<file path="config.mk">
export PLATFORM = sky130hd
export DESIGN_NAME = commit_trap_unit
export DESIGN_NICKNAME = d
export VERILOG_FILES = /design/src/rtl/commit_pkg.sv /design/src/rtl/commit_control.sv /design/src/rtl/commit_datapath.sv /design/src/rtl/commit_trap_unit.sv
export SDC_FILE = /design/constraint.sdc
export NUM_CORES = 1
export LEC_CHECK = 0
export BUFFER_PORTS_ARGS = -buffer_cell sky130_fd_sc_hd__buf_2
export CAP_MARGIN = 20
export CELL_PAD_IN_SITES_DETAIL_PLACEMENT = 2
export CELL_PAD_IN_SITES_GLOBAL_PLACEMENT = 2
export CORE_ASPECT_RATIO = 1.75
export CORE_UTILIZATION = 26
export CTS_CLUSTER_SIZE = 40
export DETAILED_ROUTE_END_ITERATION = 12
export PLACE_DENSITY_LB_ADDON = 0.1
export SKIP_CTS_REPAIR_TIMING = 1
export SLEW_MARGIN = 30
export SYNTH_ARGS = -nofsm -noshare
export SYNTH_HDL_FRONTEND = slang
export SYNTH_SLANG_ARGS = --single-unit
</file>
<file path="constraint.sdc">
create_clock -name clk -period 3.3 [get_ports clk]
set_input_delay 0.99 -clock clk [delete_from_list [all_inputs] [get_ports clk]]
set_output_delay 0.99 -clock clk [all_outputs]
set_load 0.05 [all_outputs]
</file>
<file path="src/rtl/commit_pkg.sv">
package commit_pkg;

  // which value the saved return address takes on trap entry
  typedef enum logic [1:0] {
    EPC_KEEP = 2'd0,
    EPC_NEXT = 2'd1,
    EPC_CUR  = 2'd2,
    EPC_CUR4 = 2'd3
  } epcSel_e;

  // strobes from the decision logic to the register datapath
  typedef struct packed {
    logic    commit;
    logic    sbRel;
    logic    enterTrap;
    logic    takeExt;
    logic    doEret;
    epcSel_e epcSel;
  } ctrlStrobe_t;

endpackage

</file>
<file path="src/rtl/commit_control.sv">
module commit_control
  import commit_pkg::*;
#(
  parameter int CW = 4
) (
  input  logic          instValid,
  input  logic [CW-1:0] instCause,
  input  logic          instIsFault,
  input  logic          instLateCause,
  input  logic          instIsEret,
  input  logic          extIrq,
  input  logic          irqEnable,
  output ctrlStrobe_t   strb
);

  logic hasCause;
  logic takeIrq;

  assign hasCause = (instCause != '0);
  assign takeIrq  = instValid && extIrq && irqEnable;

  always_comb begin
    strb.commit    = 1'b0;
    strb.sbRel     = 1'b0;
    strb.enterTrap = 1'b0;
    strb.takeExt   = 1'b0;
    strb.doEret    = 1'b0;
    strb.epcSel    = EPC_KEEP;
    if (instValid) begin
      if (takeIrq) begin
        strb.enterTrap = 1'b1;
        strb.takeExt   = 1'b1;
        if (hasCause || instIsEret) begin
          // instruction is replayed after the handler
          strb.epcSel = EPC_CUR;
          strb.sbRel  = hasCause && instLateCause;
        end else begin
          strb.commit = 1'b1;
          strb.sbRel  = 1'b1;
          strb.epcSel = EPC_NEXT;
        end
      end else if (hasCause) begin
        strb.enterTrap = 1'b1;
        strb.sbRel     = instLateCause;
        strb.epcSel    = instIsFault ? EPC_CUR4 : EPC_CUR;
      end else if (instIsEret) begin
        strb.commit = 1'b1;
        strb.sbRel  = 1'b1;
        strb.doEret = 1'b1;
      end else begin
        strb.commit = 1'b1;
        strb.sbRel  = 1'b1;
      end
    end
  end

endmodule

</file>
<file path="src/rtl/commit_datapath.sv">
module commit_datapath
  import commit_pkg::*;
#(
  parameter int              AW         = 32,
  parameter int              CW         = 4,
  parameter logic [AW-1:0]   HANDLER_PC = 32'h1004,
  parameter logic [CW-1:0]   EXT_CODE   = '1
) (
  input  logic          clk,
  input  logic          rstN,
  input  ctrlStrobe_t   strb,
  input  logic [AW-1:0] instPc,
  input  logic [AW-1:0] instNextPc,
  input  logic [CW-1:0] instCause,
  output logic [AW-1:0] epcQ,
  output logic [CW-1:0] causeQ,
  output logic          privQ,
  output logic          ieQ,
  output logic          redirValidQ,
  output logic [AW-1:0] redirPcQ,
  output logic          epochQ
);

  localparam logic [AW-1:0] INST_BYTES = AW'(4);

  logic [AW-1:0] epcNext;

  always_comb begin
    unique case (strb.epcSel)
      EPC_NEXT: epcNext = instNextPc;
      EPC_CUR:  epcNext = instPc;
      EPC_CUR4: epcNext = instPc + INST_BYTES;
      default:  epcNext = epcQ;
    endcase
  end

  always_ff @(posedge clk) begin
    if (!rstN) begin
      epcQ        <= '0;
      causeQ      <= '0;
      privQ       <= 1'b0;
      ieQ         <= 1'b1;
      redirValidQ <= 1'b0;
      redirPcQ    <= '0;
      epochQ      <= 1'b0;
    end else begin
      redirValidQ <= strb.enterTrap || strb.doEret;
      if (strb.enterTrap) begin
        epcQ     <= epcNext;
        causeQ   <= strb.takeExt ? EXT_CODE : instCause;
        privQ    <= 1'b1;
        ieQ      <= 1'b0;
        redirPcQ <= HANDLER_PC;
        epochQ   <= ~epochQ;
      end else if (strb.doEret) begin
        privQ    <= 1'b0;
        ieQ      <= 1'b1;
        redirPcQ <= epcQ;
        epochQ   <= ~epochQ;
      end
    end
  end

endmodule

</file>
<file path="src/rtl/commit_trap_unit.sv">
module commit_trap_unit
  import commit_pkg::*;
#(
  parameter int            AW         = 32,
  parameter int            CW         = 4,
  parameter logic [AW-1:0] HANDLER_PC = 32'h1004
) (
  input  logic          clk,
  input  logic          rstN,
  input  logic          instValid,
  input  logic [AW-1:0] instPc,
  input  logic [AW-1:0] instNextPc,
  input  logic [CW-1:0] instCause,
  input  logic          instIsFault,
  input  logic          instLateCause,
  input  logic          instIsEret,
  input  logic          extIrq,
  output logic          commitFire,
  output logic          sbRelease,
  output logic          redirValid,
  output logic [AW-1:0] redirPc,
  output logic          redirEpoch,
  output logic [AW-1:0] epcOut,
  output logic [CW-1:0] causeOut,
  output logic          privMode,
  output logic          irqEnable
);

  localparam logic [CW-1:0] EXT_CODE = {CW{1'b1}};

  ctrlStrobe_t strb;

  commit_control #(.CW(CW)) u_ctrl (
    .instValid     (instValid),
    .instCause     (instCause),
    .instIsFault   (instIsFault),
    .instLateCause (instLateCause),
    .instIsEret    (instIsEret),
    .extIrq        (extIrq),
    .irqEnable     (irqEnable),
    .strb          (strb)
  );

  commit_datapath #(
    .AW(AW), .CW(CW), .HANDLER_PC(HANDLER_PC), .EXT_CODE(EXT_CODE)
  ) u_dp (
    .clk         (clk),
    .rstN        (rstN),
    .strb        (strb),
    .instPc      (instPc),
    .instNextPc  (instNextPc),
    .instCause   (instCause),
    .epcQ        (epcOut),
    .causeQ      (causeOut),
    .privQ       (privMode),
    .ieQ         (irqEnable),
    .redirValidQ (redirValid),
    .redirPcQ    (redirPc),
    .epochQ      (redirEpoch)
  );

  assign commitFire = strb.commit;
  assign sbRelease  = strb.sbRel;

endmodule

</file>
==> results_dict.tcl, run 1 <==
set metrics [dict create \
    ys_seq_area_frac 0.4052 \
    grt_pass1_wl_um 24000 \
    critPathKind "in2out" \
    slew-limit-headroom 0.4672 \
    layout.cells.non_filler 781 \
    synth_top_cell_by_area "dfxtp_1" \
    critPathMaxFanout 4 \
    hold_viol 0 \
    grt_usage 0.2228 \
    yosys_warnings 0 \
    rsz0062_at_grt "false" \
    arrival_ns 2.16 \
    whs_ns 0.4562 \
    antenna_found_initial 1 \
    worst_slew_pin_slew_ns 0.7957 \
    drv_slew 0 \
    num_vias 3995 \
    final_core_util 0.3678 \
    vias_per_cell 5.115 \
    netlist_area_um2 3557 \
    area_growth_pct 38.37 \
    nets 678 \
    syn_avg_cell_area_um2 7.905 \
    yosys-top-cells-area "dfxtp_1 (41%), nand2_1 (12%), a21oi_1 (6.3%), o21ai_0 (4.4%), xor2_1 (3.4%)" \
    ir_worst_vdd_uv 236.5 \
    synth_cells 450 \
    status "finished, final reports clean" \
    synth_edf_count 0 \
    drc 0 \
    timing.fmax_ghz 0.3171 \
    drtPass1Iterations 4 \
    drive_above_1_share 0.3300 \
    grt_pass1_vias 4397 \
    synth_cell_type_count 49 \
    clk-insertion-delay-late_ns 0.34 \
    synth-seq-cells 72 \
    die_w_um 90.42 \
    async_flop_share 0 \
    ant_nets 0 \
    dp_cells 765 \
    fin_crit_ns 3.154 \
    die-height_um 156.7 \
    p_leak_uw 0.002100 \
    cts.sinks 72 \
    cts_tree "yes" \
    crit_required_ns 2.31 \
    hp-class "reg2reg" \
    cts_buffers 9 \
    clockBufferDepth 2 \
    drt_iter0_markers 91 \
    setup_tns_ns 0 \
    rows 56 \
    cts.htree.levels 3 \
    dieArea_um2 14170 \
    fin_crit_sh 0.9556 \
    synth_top_area_frac 0.4052 \
    power_density_nw_per_um2 514.9 \
    core-area_um2 13380 \
    crit_path_end_kind "output port" \
    place.gp.congestion 0.7723 \
    clk_pin_slew_worst_paths_ns 0.06 \
    grt.overflow.total 0 \
    synth_ff_type "dfxtp_1" \
    setup_viol 0 \
    clock-root-buffer "clkbuf_16" \
    grt_max_degree 23 \
    cp-start-kind "input pin" \
    dp_hpwl_um 11920 \
    initial_utilization 0.2658 \
    routed_wirelength_um 15320 \
    worst_clock_skew_ns 0.004929 \
    ios 149 \
    portBuffers 148 \
    routedWlPerCell_um 19.61 \
    syn-num-nets 526 \
    max-cap-violations 0 \
]
[per-layer routing]
metal  wire length (µm)  part of all wire  vias to the layer above  global-route usage
met5                  0                 0                        -                   0
met4                403             0.026                        0             0.09985
met3                486             0.032                       22             0.03304
met2               8542              0.56                      109              0.4308
met1               5885              0.38                     1969              0.2347
li1                   -                 -                     1895                   -
[Yosys cell counts, types with 2 or more instances]
master / number
or3_1: 6
and4_1: 4
o2111ai_1: 3
nand3_1: 17
a31oi_1: 4
a22oi_1: 3
a31o_2: 2
o22ai_1: 2
xor2_1: 14
clkbuf_1: 22
a2111oi_4: 2
and3_1: 6
and2_1: 8
a21oi_1: 45
o221ai_1: 3
a21boi_0: 8
dfxtp_1: 72
nand2_1: 116
o211a_1: 2
nor2_1: 15
buf_2: 6
o211ai_1: 11
o221a_2: 2
inv_1: 3
o21ai_0: 31
xnor2_1: 12
nand4_1: 8
a211oi_1: 2
[final cells by class]
class	instances	area (µm²)
multi-input combinational	347	2008
timing repair buffer	169	898.4
clock buffer	10	239.0
clock inverter	5	103.9
fill	1598	8461
antenna	1	2.502
inverter	3	11.26
sequential	72	1441
tap	174	217.7
[through the flow]
stage	instance area, µm²	total power [µW]	worst slack (ns)
finish	4922	2534	0.1464
global route	4922	2635	0.1315
CTS	4917	2565	0.1439
detailed placement	4574	1399	0.1462
global placement	4574	1389	0.1448
floorplan	3557	1219	0.04501
[cells in the final DEF, fill, tap and decap left out, drive strengths merged, types with 2 or more instances in the layout]
cell	instances
a21boi	8
o21ai	33
nand2	117
nand4	9
xor2	14
inv	4
a31o	2
xnor2	12
and4	4
a31oi	4
a211oi	2
o221a	2
nand3	17
buf	169
and3	6
or3	6
clkbuf	10
o211ai	12
o2111ai	3
o221ai	3
dfxtp	72
o22ai	2
bufinv	3
a2111oi	2
a21oi	45
and2	9
nor2	15
a22oi	3
o211a	2
[critical path, stage by stage]
cell	delay, ns
buf_2	0.13
or4_1	0.57
a31o_2	0.27
buf_2	0.20
[registers in the layout, indices dropped and copies added (netlist names)]
| register | cells |
|---|---|
| u_dp.epcQ | 32 |
| u_dp.redirPcQ | 32 |
| u_dp.causeQ | 4 |
| u_dp.epochQ | 1 |
| u_dp.ieQ | 1 |
| u_dp.privQ | 1 |
| u_dp.redirValidQ | 1 |
[power by group]
group	leakage, µW	internal, µW	switching [µW]
combinational	0.00134	125	308
sequential	0.000590	910	33.9
clock	0.000169	757	400
total	0.00210	1790	742
[kinds of logic after synthesis]
| group | Yosys count | share of synthesized area |
|---|---|---|
| compound gates | 130 | 0.2424 |
| xor+xnor | 26 | 0.06402 |
| fa+ha+maj | 1 | 0.003517 |
| buf+inv | 31 | 0.03482 |
| flops | 72 | 0.4052 |
| simple gates | 190 | 0.2501 |
[path summary, 6_finish.rpt]
| path | startpoint | cells past startpoint | slack, ns | endpoint |
|---|---|---|---|---|
| worst max register to register | u_dp.ieQ | 6 | 0.98 | u_dp.epcQ[18] |
| worst max-delay path | instCause[2] | 4 | 0.15 | sbRelease |
| worst min register to register | u_dp.redirPcQ[20] | 2 | 0.46 | u_dp.redirPcQ[20] |
| worst min-delay path | u_dp.redirPcQ[20] | 2 | 0.46 | u_dp.redirPcQ[20] |
Note: power is estimated with default switching activity, not from simulation.
==> inputs of run 2 (changes only) <==
--- a/config.mk
+++ b/config.mk
@@ -13,7 +13,7 @@
 export CORE_UTILIZATION = 26
 export CTS_CLUSTER_SIZE = 40
 export DETAILED_ROUTE_END_ITERATION = 12
-export PLACE_DENSITY_LB_ADDON = 0.1
+export PLACE_DENSITY = 0.86
 export SKIP_CTS_REPAIR_TIMING = 1
 export SLEW_MARGIN = 30
 export SYNTH_ARGS = -nofsm -noshare
==> constraint.sdc (replaced) <==
create_clock -name clk -period 3.2 [get_ports clk]
set_input_delay 0.96 -clock clk [delete_from_list [all_inputs] [get_ports clk]]
set_output_delay 0.96 -clock clk [all_outputs]
set_load 0.05 [all_outputs]
==> results_dict.tcl, run 2 (synthesis gave the netlist of run 1 again) <==
set metrics [dict create \
    whs_ns 0.4525 \
    status "finished, final reports clean" \
    drt_iter0_markers 184 \
    worst_clock_skew_ns 0.008097 \
    fillers 1582 \
    worst_slew_pin_slew_ns 0.9607 \
    fin_crit_ns 3.079 \
    arrival_ns 2.12 \
    grt_pass1_vias 4319 \
    die_w_um 90.42 \
    p_leak_uw 0.002064 \
    whs_path_depth 2 \
    clockBufferDepth 2 \
    cts.htree.levels 3 \
    power_density_nw_per_um2 518.3 \
    cts_buffers 9 \
    antenna_found_initial 5 \
    crit_path_end_kind "output port" \
    max-cap-violations 0 \
    hold_viol 0 \
    grt_pass1_wl_um 23920 \
    num_vias 4064 \
    cts_tree "yes" \
    clk_pin_slew_worst_paths_ns 0.05 \
    clock-root-buffer "clkbuf_16" \
    drtPass1Iterations 4 \
    top_regs "u_dp.epcQ: 32 flops, u_dp.redirPcQ: 32 flops, u_dp.causeQ: 4 flops" \
    layout.cells.non_filler 783 \
    fin_crit_sh 0.9620 \
    area_growth_pct 37.39 \
    ir_worst_vdd_uv 315.2 \
    layout_commonest_cell "buf_2" \
    final_area_um2 4887 \
    hp-class "reg2reg" \
    routed_wirelength_um 15900 \
    drive_above_1_share 0.3189 \
    dieArea_um2 14170 \
    vias_per_cell 5.190 \
    critPathMaxFanout 4 \
    crit_required_ns 2.24 \
    core-area_um2 13380 \
    mostFrequentLayoutCells "buf_2 (148), nand2_1 (116), dfxtp_1 (72), a21oi_1 (45), o21ai_0 (31)" \
    critPathKind "in2out" \
    grt_max_degree 38 \
    nets 673 \
    rr_worst_depth 6 \
    drv_slew 0 \
    grt_usage 0.2247 \
    dpl_cell_area_um2 4547 \
    ant_nets 0 \
    place.gp.congestion 0.8477 \
    rows 56 \
    die-height_um 156.7 \
    setup_tns_ns 0 \
    ios 149 \
    setup_viol 0 \
    cts.sinks 72 \
    rsz0062_at_grt "false" \
    routedWlPerCell_um 20.31 \
    timing.fmax_ghz 0.3248 \
    portBuffers 148 \
    clk-insertion-delay-late_ns 0.34 \
    drc 0 \
    cp-start-kind "input pin" \
    slew-limit-headroom 0.3572 \
    grt.overflow.total 0 \
    dp_hpwl_um 11940 \
    dp_cells 760 \
    initial_utilization 0.2658 \
    totalPowerFinal_uw 2533 \
]
[run 2: changes by cell type in the layout (fill, tap and decap cells not counted), sizes merged]
cell      before  now
clkinv         1    0
diode          1    7
buf          169  164
clkinvlp       0    1
bufinv         3    2
clkbuf        10   12
[run 2: worst paths after layout]
path,startpoint,endpoint,slack (ns)
worst max-delay path,instCause[2],sbRelease,0.12
worst min-delay path,u_dp.redirPcQ[5],u_dp.redirPcQ[5],0.45
worst max register to register,u_dp.ieQ,u_dp.epcQ[9],0.84
worst min register to register,u_dp.redirPcQ[5],u_dp.redirPcQ[5],0.45
[run 2: per-layer routing]
layer / routed length (µm) / GRT usage
met2: 9042 / 0.4391
met3: 660 / 0.03936
met5: 0 / 0
met1: 5749 / 0.2217
met4: 447 / 0.1198
[run 2: area by class of cell]
type | instances | area (µm²) | share of cell area
multi-input cells | 347 | 2003 | 0.4099
flip-flops and latches | 72 | 1441 | 0.2949
repair buffers | 164 | 873.3 | 0.1787
clock buffers | 12 | 246.5 | 0.05044
well taps | 174 | 217.7 | 0.04455
clock inverters | 4 | 76.32 | 0.01562
diodes | 7 | 17.52 | 0.003584
inverters | 3 | 11.26 | 0.002304
[run 2: where the power goes]
group          total (µW)  switching, µW  internal, µW
Clock                1110            401           707
Combinational         449            322           126
Sequential            976           37.7           938
[run 2: stage by stage]
stage | worst slack (ns) | utilization
after floorplan | 0.005012 | -
after global placement | 0.1226 | 0.3398
after global routing | 0.08476 | 0.3650
after detailed placement | 0.1145 | 0.3398
final | 0.1215 | 0.3652
after CTS | 0.1149 | 0.3639
[run 2: worst max-delay path: stages]
cell and delay [ns]:
buf_2 0.14, or4_1 0.56, a31o_2 0.26, buf_2 0.20
==> inputs of run 3 (changes only) <==
--- a/config.mk
+++ b/config.mk
@@ -5,11 +5,12 @@
 export SDC_FILE = /design/constraint.sdc
 export NUM_CORES = 1
 export LEC_CHECK = 0
-export BUFFER_PORTS_ARGS = -buffer_cell sky130_fd_sc_hd__buf_2
+export BUFFER_PORTS_ARGS = -buffer_cell sky130_fd_sc_hd__clkbuf_2
 export CAP_MARGIN = 20
 export CELL_PAD_IN_SITES_DETAIL_PLACEMENT = 2
 export CELL_PAD_IN_SITES_GLOBAL_PLACEMENT = 2
 export CORE_ASPECT_RATIO = 1.75
+export CORE_MARGIN = 8
 export CORE_UTILIZATION = 26
 export CTS_CLUSTER_SIZE = 40
 export DETAILED_ROUTE_END_ITERATION = 12
==> results_dict.tcl, run 3 (synthesis gave the netlist of run 1 again) <==
set metrics [dict create \
    mostFrequentLayoutCells "clkbuf_2 (148), nand2_1 (116), dfxtp_1 (72), a21oi_1 (45), o21ai_0 (31)" \
    ir_worst_vdd_uv 206.2 \
    die-height_um 170.7 \
    rr_worst_depth 7 \
    top_regs "u_dp.epcQ: 32 flops, u_dp.redirPcQ: 32 flops, u_dp.causeQ: 4 flops" \
    layout_commonest_cell "clkbuf_2" \
    drc 0 \
    dp_cells 766 \
    cts.sinks 72 \
    cp-start-kind "input pin" \
    routed_wirelength_um 16910 \
    grt_pass1_wl_um 25880 \
    fillers 1586 \
    dp_slack_ns 0.1277 \
    initial_utilization 0.2658 \
    drt_iter0_markers 124 \
    grt_usage 0.1884 \
    critPathKind "in2out" \
    p_leak_uw 0.002070 \
    whs_path_depth 2 \
    critPathMaxFanout 2 \
    nets 679 \
    slew-limit-headroom 0.3760 \
    setup_tns_ns 0 \
    antenna_found_initial 3 \
    r2r-start "u_dp.ieQ" \
    dieArea_um2 17830 \
    ios 149 \
    max-cap-violations 0 \
    grt_max_degree 31 \
    drive_above_1_share 0.3306 \
    rsz0062_at_grt "false" \
    portBuffers 148 \
    clock-root-buffer "clkbuf_16" \
    ant_nets 0 \
    crit_path_end_kind "output port" \
    place.gp.congestion 0.8761 \
    fin_crit_ns 3.055 \
    rr_endpoint "u_dp.epcQ[30]" \
    cts_tree "yes" \
    crit_required_ns 2.24 \
    area_growth_pct 38.41 \
    timing.fmax_ghz 0.3273 \
    worst_clock_skew_ns 0.008843 \
    cts.htree.levels 3 \
    worst_slew_pin_slew_ns 0.9326 \
    holdPathEnd "u_dp.redirPcQ[1]" \
    hold_viol 0 \
    min_from "u_dp.redirPcQ[1]" \
    core-area_um2 13380 \
    final_core_util 0.3679 \
    layout.cells.non_filler 786 \
    whs_ns 0.4542 \
    layout_setup_ws_ns 0.1447 \
    dp_hpwl_um 13250 \
    drtPass1Iterations 4 \
    clk_pin_slew_worst_paths_ns 0.06 \
    drv_slew 0 \
    grt.overflow.total 0 \
    cts_buffers 9 \
    setup_viol 0 \
    reg2reg_slack_ns 0.92 \
    vias_per_cell 5.187 \
    clockBufferDepth 2 \
    arrival_ns 2.10 \
    fin_crit_sh 0.9548 \
    clk-insertion-delay-late_ns 0.34 \
    num_vias 4077 \
    grt_pass1_vias 4548 \
    rows 56 \
    status "finished, final reports clean" \
    routedWlPerCell_um 21.51 \
    power_density_nw_per_um2 521.3 \
    hp-class "reg2reg" \
    die_w_um 104.4 \
]
==> run 3: cell count changes in the layout (fill, tap and decap cells not counted), sizes merged <==
cell,delta
buf,-142
clkbuf,+147
clkinv,+3
inv,-1
diode,-3
clkinvlp,-1
==> run 3: worst max-delay path by stage <==
stage                       startpoint         to  slack [ns]  cells after the start
after floorplan           instCause[2]  sbRelease       0.005                      3
after global placement    instCause[2]  sbRelease        0.14                      4
after detailed placement  instCause[2]  sbRelease        0.13                      4
after CTS                 instCause[2]  sbRelease        0.13                      4
after global routing      instCause[2]  sbRelease        0.08                      6
final                     instCause[2]  sbRelease        0.14                      4
==> run 3: routing by layer <==
metal  up-vias  global-route usage  wire length [µm]
met5         -                   0                 0
met4         0              0.1058               667
met3        33             0.04482               802
met2       136              0.3559              9392
met1      2002              0.1831              6045
li1       1906                   -                 -
==> run 3: metrics by stage <==
stage	total power (µW)	cell area [µm²]
3_5_place_dp	1447	4582
6_report	2567	4923
3_3_place_gp	1429	4582
5_1_grt	2664	4923
4_1_cts	2597	4913
2_1_floorplan	1257	3557
==> run 3: final cells by class <==
| type | count | area, µm² | area share |
|---|---|---|---|
| Inverter | 3 | 11.26 | 0.002287 |
| Sequential cell | 72 | 1441 | 0.2928 |
| Antenna cell | 4 | 10.01 | 0.002033 |
| Multi-Input combinational cell | 347 | 2006 | 0.4074 |
| Clock buffer | 11 | 252.7 | 0.05133 |
| Clock inverter | 5 | 78.83 | 0.01601 |
| Tap cell | 174 | 217.7 | 0.04422 |
| Timing Repair Buffer | 170 | 905.9 | 0.1840 |
==> run 3: report_power, final <==
part	switching, µW	total [µW]	internal, µW
registers	37.5	976	938
clock network	416	1140	724
logic	322	450	128
==> run 3: worst max-delay path, stage by stage <==
cell      delay, ns
clkbuf_2       0.09
or4_1          0.55
a31o_2         0.27
clkbuf_2       0.23
